<file path="config.mk">
export PLATFORM = sky130hd
export DESIGN_NAME = reg_flop_writer
export DESIGN_NICKNAME = d
export VERILOG_FILES = /design/src/rtl/r2f_pkg.sv /design/src/rtl/r2f_decode.sv /design/src/rtl/r2f_lane.sv /design/src/rtl/reg_flop_writer.sv
export SDC_FILE = /design/constraint.sdc
export NUM_CORES = 1
export LEC_CHECK = 0
export BUFFER_PORTS_ARGS = -buffer_cell sky130_fd_sc_hd__buf_2
export CORE_ASPECT_RATIO = 1.5
export CORE_UTILIZATION = 44
export DETAILED_ROUTE_END_ITERATION = 8
export PLACE_DENSITY = 0.78
export SLEW_MARGIN = 0
export SYNTH_ARGS = -nofsm -noshare
export SYNTH_HDL_FRONTEND = slang
export SYNTH_HIERARCHICAL = 1
export SYNTH_SLANG_ARGS = --single-unit
</file>
<file path="constraint.sdc">
create_clock -name clk -period 3.34 [get_ports clk]
set_input_delay 0.668 -clock clk [delete_from_list [all_inputs] [get_ports clk]]
set_output_delay 0.668 -clock clk [all_outputs]
set_load 0.01 [all_outputs]
</file>
<file path="src/rtl/r2f_pkg.sv">
package r2f_pkg;
    localparam int WORD_W    = 32;
    localparam int LANES     = WORD_W / 8;
    localparam int SRC_IDX_W = 6;
    localparam int DST_IDX_W = 10;
    localparam int BANK_W    = 2;
    localparam int BURST_LEN = 4;
    localparam int BEAT_W    = $clog2(BURST_LEN);
    localparam logic [7:0] MOVE_OPC = 8'h48;

    typedef enum logic [1:0] {
        SZ_QUAD = 2'd0,
        SZ_WORD = 2'd1,
        SZ_HALF = 2'd2,
        SZ_BYTE = 2'd3
    } size_e;

    typedef struct packed {
        logic                 ok;
        size_e                size;
        logic [BANK_W-1:0]    bank;
        logic [1:0]           off;
        logic [DST_IDX_W-1:0] dst;
        logic [SRC_IDX_W-1:0] src;
    } dec_t;
endpackage

</file>
<file path="src/rtl/r2f_decode.sv">
module r2f_decode
    import r2f_pkg::*;
(
    input  logic [31:0] inst_word,
    output dec_t        dec
);
    always_comb begin
        logic [1:0] tsel;
        logic [1:0] ctx;
        tsel      = inst_word[21:20];
        ctx       = inst_word[17:16];
        dec.size  = size_e'(inst_word[23:22]);
        dec.off   = inst_word[19:18];
        dec.dst   = inst_word[15:6];
        dec.src   = inst_word[5:0];
        dec.bank  = (tsel == 2'd3) ? ctx : tsel;
        // half-word lanes beyond the word are rejected
        dec.ok    = (inst_word[31:24] == MOVE_OPC) &&
                    !((dec.size == SZ_HALF) && dec.off[1]);
    end
endmodule

</file>
<file path="src/rtl/r2f_lane.sv">
module r2f_lane
    import r2f_pkg::*;
(
    input  size_e             size,
    input  logic [1:0]        off,
    input  logic [WORD_W-1:0] src_data,
    output logic [WORD_W-1:0] data,
    output logic [LANES-1:0]  be
);
    for (genvar i = 0; i < LANES; i++) begin : g_lane
        logic       en;
        logic [7:0] byte_v;
        always_comb begin
            case (size)
                SZ_HALF: begin
                    en     = ((i / 2) == int'(off[0]));
                    byte_v = src_data[8*(i%2) +: 8];
                end
                SZ_BYTE: begin
                    en     = (i == int'(off));
                    byte_v = src_data[7:0];
                end
                default: begin
                    en     = 1'b1;
                    byte_v = src_data[8*i +: 8];
                end
            endcase
        end
        assign be[i]          = en;
        assign data[8*i +: 8] = en ? byte_v : 8'h00;
    end
endmodule

</file>
<file path="src/rtl/reg_flop_writer.sv">
module reg_flop_writer
    import r2f_pkg::*;
(
    input  logic                 clk,
    input  logic                 rst_n,
    input  logic                 inst_valid,
    input  logic [31:0]          inst_word,
    output logic                 busy,
    output logic [SRC_IDX_W-1:0] src_addr,
    input  logic [WORD_W-1:0]    src_data,
    output logic                 wr_valid,
    output logic [BANK_W-1:0]    wr_bank,
    output logic [DST_IDX_W-1:0] wr_idx,
    output logic [WORD_W-1:0]    wr_data,
    output logic [LANES-1:0]     wr_be
);
    localparam logic [BEAT_W-1:0] LAST_BEAT = BEAT_W'(BURST_LEN - 1);

    typedef struct packed {
        logic                 active;
        logic                 burst;
        logic [BEAT_W-1:0]    beat;
        size_e                size;
        logic [1:0]           off;
        logic [BANK_W-1:0]    bank;
        logic [DST_IDX_W-1:0] dst;
        logic [SRC_IDX_W-1:0] srcb;
    } st_t;

    dec_t dec;
    st_t  st_d, st_q;

    r2f_decode u_dec (
        .inst_word (inst_word),
        .dec       (dec)
    );

    assign busy = st_q.active && st_q.burst && (st_q.beat != LAST_BEAT);

    always_comb begin
        st_d = st_q;
        if (busy) begin
            st_d.beat = st_q.beat + 1'b1;
        end else begin
            st_d.active = 1'b0;
            if (inst_valid && dec.ok) begin
                st_d.active = 1'b1;
                st_d.burst  = (dec.size == SZ_QUAD);
                st_d.beat   = '0;
                st_d.size   = dec.size;
                st_d.off    = dec.off;
                st_d.bank   = dec.bank;
                st_d.dst    = dec.dst;
                st_d.srcb   = (dec.size == SZ_QUAD) ?
                              {dec.src[SRC_IDX_W-1:BEAT_W], {BEAT_W{1'b0}}} : dec.src;
            end
        end
    end

    always_ff @(posedge clk) begin
        if (!rst_n) begin
            st_q <= '0;
        end else begin
            st_q <= st_d;
        end
    end

    assign wr_valid = st_q.active;
    assign wr_bank  = st_q.bank;
    assign wr_idx   = st_q.dst + DST_IDX_W'(st_q.beat);
    assign src_addr = st_q.srcb + SRC_IDX_W'(st_q.beat);

    r2f_lane u_lane (
        .size     (st_q.size),
        .off      (st_q.off),
        .src_data (src_data),
        .data     (wr_data),
        .be       (wr_be)
    );

    // every burst beat writes the whole word
    a_r7_burst_full_be: assert property (@(posedge clk) disable iff (!rst_n)
        wr_valid && st_q.burst |-> wr_be == {LANES{1'b1}});

    // burst source reads stay inside one aligned group
    a_r7_src_group: assert property (@(posedge clk) disable iff (!rst_n)
        busy |=> src_addr[SRC_IDX_W-1:BEAT_W] == $past(src_addr[SRC_IDX_W-1:BEAT_W]));

    // a byte write enables exactly one lane
    a_r6_byte_onehot: assert property (@(posedge clk) disable iff (!rst_n)
        wr_valid && st_q.size == SZ_BYTE |-> $countones(wr_be) == 1);

    // a half write only ever uses the low or high pair
    a_r5_half_pair: assert property (@(posedge clk) disable iff (!rst_n)
        wr_valid && st_q.size == SZ_HALF |-> (wr_be == 4'b0011 || wr_be == 4'b1100));

    // busy is followed by the next beat at the next index
    a_r8_busy_next_beat: assert property (@(posedge clk) disable iff (!rst_n)
        busy |=> wr_valid && wr_idx == $past(wr_idx) + 1'b1);

    // a burst runs to completion in one bank
    a_r8_bank_held: assert property (@(posedge clk) disable iff (!rst_n)
        busy |=> $stable(wr_bank));
endmodule

</file>
==> impl_metrics.yaml <==
status:
  status: "finished, final reports clean"
critical_path:
  cp_max_fo: 27
  cp.depth: 4
  crit_path_max_incr_delay_ps: 500
  required_ps: 2670
  reg2reg_from: "st_q[23]$_SDFFE_PN0P_"
  reg2regPathDepth: 5
  crit_chain: "ha_1 -> nand3b_4 -> clkinv_2 -> buf_2"
  slowest_stage: "dfxtp_1"
  critPathKind: "register to output port"
  cp_top_family: "buffers and inverters"
  cp-endpoint: "busy"
  end_kind: "output port"
  timing.rr.end: "wr_bank[1]$_SDFFE_PN0P_"
  crit_buf_inv: 2
  crit_start: "st_q[23]$_SDFFE_PN0P_"
  critPathLaunchType: "register"
  rrSetupSlack_ps: 1490
  cp_data_arrival_time_ps: 1870
timing:
  worst_slack_ps: 799
  holdWs_ps: 490
  max_freq_ghz: 0.394
  min_period_over_period: 0.761
  fin_tns_setup_ps: 0
  hold_violations: 0
  clock_skew_ps: 2.42
  slew_headroom: 0.369
  min_period_ps: 2540
  worst_pin_slew_ps: 944
  rsz0062_at_grt: "no"
  final_max_slew_viol_count: 0
  finalSetupViolCount: 0
synthesis:
  seq_area_frac_synth: 0.207
  ys_types: 41
  synth_warnings: 6
  synth-edff-count: 0
  syn-mean-instance-area_um2: 8.68
  syn_area_mm2: 0.00251
  syn_inst: 289
  synth-seq-cells: 26
  async_flop_share: 0
  syn_nets: 363
  synth_ff_type: "dfxtp_1"
floorplanning:
  floorplan.rows: 33
  core_area_mm2: 0.00549
  die_x_um: 63.7
  initial_core_util: 0.457
  dieHeight_um: 94.5
  die-area_mm2: 0.00601
  pin_count: 123
placed_design:
  globalplace.congestion: 0.749
  dpl.cell_count: 434
  io_buffer_count: 122
  place_area_mm2: 0.00287
  hpwl_mm: 4.67
  pre_cts_slack_ps: 921
clocking:
  cts_root_buffer: "clkbuf_8"
  ctsResizeCount: 0
  cts_post_setup_buffers_inserted: 0
  cts_tree: "done"
  hold_buffers: 0
  htreeDepth: 1
  clk_pin_slew_worst_paths_ps: 80
  cts_buffers: 3
  cts_buffer_depth: 2
  cts.sinks: 26
  clk_latency_ps: 270
route:
  drc_errors: 0
  vias: 2318
  vias_per_cell: 5.30
  wl_mm: 6.16
  routedWlPerCell_um: 14.1
  drtAntennaViolNets: 0
  first_pass_iters: 4
  first_iter_violations: 107
global_route:
  gr-total-overflow: 0
  grtUsageTotal: 0.202
  grt_pass1_wl_mm: 9.67
  first_global_vias: 2088
  antenna_found_initial: 0
  grt_max_degree: 42
cells_and_area:
  drive_gt1_frac: 0.441
  nFillCells: 517
  fin_area_mm2: 0.00291
  final_net_count: 443
  final_util: 0.529
  seq_area_um2: 522
  multi_input_area_mm2: 0.00157
  stdcell_count: 437
  area_growth_pct: 15.9
  antenna_cells: 0
run:
  cap_violations: 0
power_and_ir_drop:
  power_uw: 610
  p_sw_uw: 152
  sw_frac_of_total: 0.249
  power_density_mw_per_mm2: 210
  vdd_ir_drop_max_mv: 0.246
  seqPwrFrac: 0.509
  p_comb_frac: 0.204
  intPower_uw: 458
  p_leak_nw: 1.41
  clockPowerShare: 0.287
min_path:
  min_path_type: "register to register"
layer usage:
| metal | global-route usage | wire length (um) | part of all wire | up-vias |
|---|---|---|---|---|
| met3 | 0.0278 | 314 | 0.051 | 5 |
| li1 | - | - | - | 1177 |
| met5 | 0 | 0 | 0 | - |
| met4 | 0.0568 | 64 | 0.010 | 0 |
| met2 | 0.395 | 3360 | 0.55 | 85 |
| met1 | 0.219 | 2420 | 0.39 | 1051 |
power by group through the flow:
stage          combinational [mW]  sequential [mW]  clock, mW
2_1_floorplan              0.0718            0.318          0
3_3_place_gp                0.124            0.318          0
3_5_place_dp                0.125            0.318          0
4_1_cts                     0.126            0.310      0.179
5_1_grt                     0.135            0.310      0.188
6_report                    0.125            0.310      0.175
cell families after synthesis:
family / count (synthesis) / synth area share
adder cells (fa/ha/maj): 7 / 0.0409
buffers and inverters: 66 / 0.169
AND/OR/NAND/NOR: 64 / 0.159
multiplexers: 16 / 0.0638
XOR/XNOR: 12 / 0.0419
flip-flops: 26 / 0.207
AO/OA/AOI/OAI: 98 / 0.319
cell usage after synthesis (8+ instances only):
master | instances | area share
buf_2 | 9 | 0.018
nand2_1 | 8 | 0.012
dfxtp_1 | 26 | 0.21
a21boi_0 | 27 | 0.081
a22oi_2 | 8 | 0.040
nand3_1 | 32 | 0.064
o32ai_2 | 8 | 0.052
inv_1 | 16 | 0.024
a31oi_1 | 8 | 0.020
a21bo_2 | 8 | 0.032
o21ai_0 | 24 | 0.048
mux2i_1 | 16 | 0.064
buf_4 | 28 | 0.084
flip-flops by register name, indices dropped and copies added, names as in the netlist:
name and flops:
st_q 23, wr_valid 1, wr_bank 2
area by class of cell:
| type | instances | area share |
|---|---|---|
| repair buffers | 124 | 0.215 |
| inverters | 17 | 0.0224 |
| multi-input cells | 197 | 0.539 |
| clock buffers | 3 | 0.0142 |
| flip-flops and latches | 26 | 0.180 |
| well taps | 70 | 0.0301 |
worst min path at each step:
stage                                        from                 endpoint  slack, ps  depth (start not counted)
after floorplan              st_q[6]$_SDFFE_PN0P_     st_q[6]$_SDFFE_PN0P_        460                          2
after global placement       st_q[6]$_SDFFE_PN0P_     st_q[6]$_SDFFE_PN0P_        470                          2
after detailed placement     st_q[5]$_SDFFE_PN0P_     st_q[5]$_SDFFE_PN0P_        490                          2
after CTS                    st_q[5]$_SDFFE_PN0P_     st_q[5]$_SDFFE_PN0P_        500                          2
after global routing         st_q[5]$_SDFFE_PN0P_     st_q[5]$_SDFFE_PN0P_        520                          2
final                     wr_bank[0]$_SDFFE_PN0P_  wr_bank[0]$_SDFFE_PN0P_        490                          2
worst min-delay path, delay by kind of cell, from the launching register on:
family / cells / cell delay [ps]
AO/OA/AOI/OAI: 2 / 130
flip-flops: 1 / 310
layout by cell type, fill, tap and decap left out, types with 3 or more instances in the layout:
cell / count
ha_1: 5
a22oi_2: 8
nand3b_4: 3
buf_2: 122
nand2_1: 8
inv_1: 16
mux2i_1: 16
a21boi_1: 7
a21boi_0: 27
xnor2_1: 6
clkbuf_8: 3
o32ai_2: 8
xor2_1: 6
nor2_1: 7
o21ai_0: 24
dfxtp_1: 25
a21bo_2: 8
nand3_1: 32
nor4b_2: 3
a31oi_1: 8
Power figures use the tool's default switching activity.
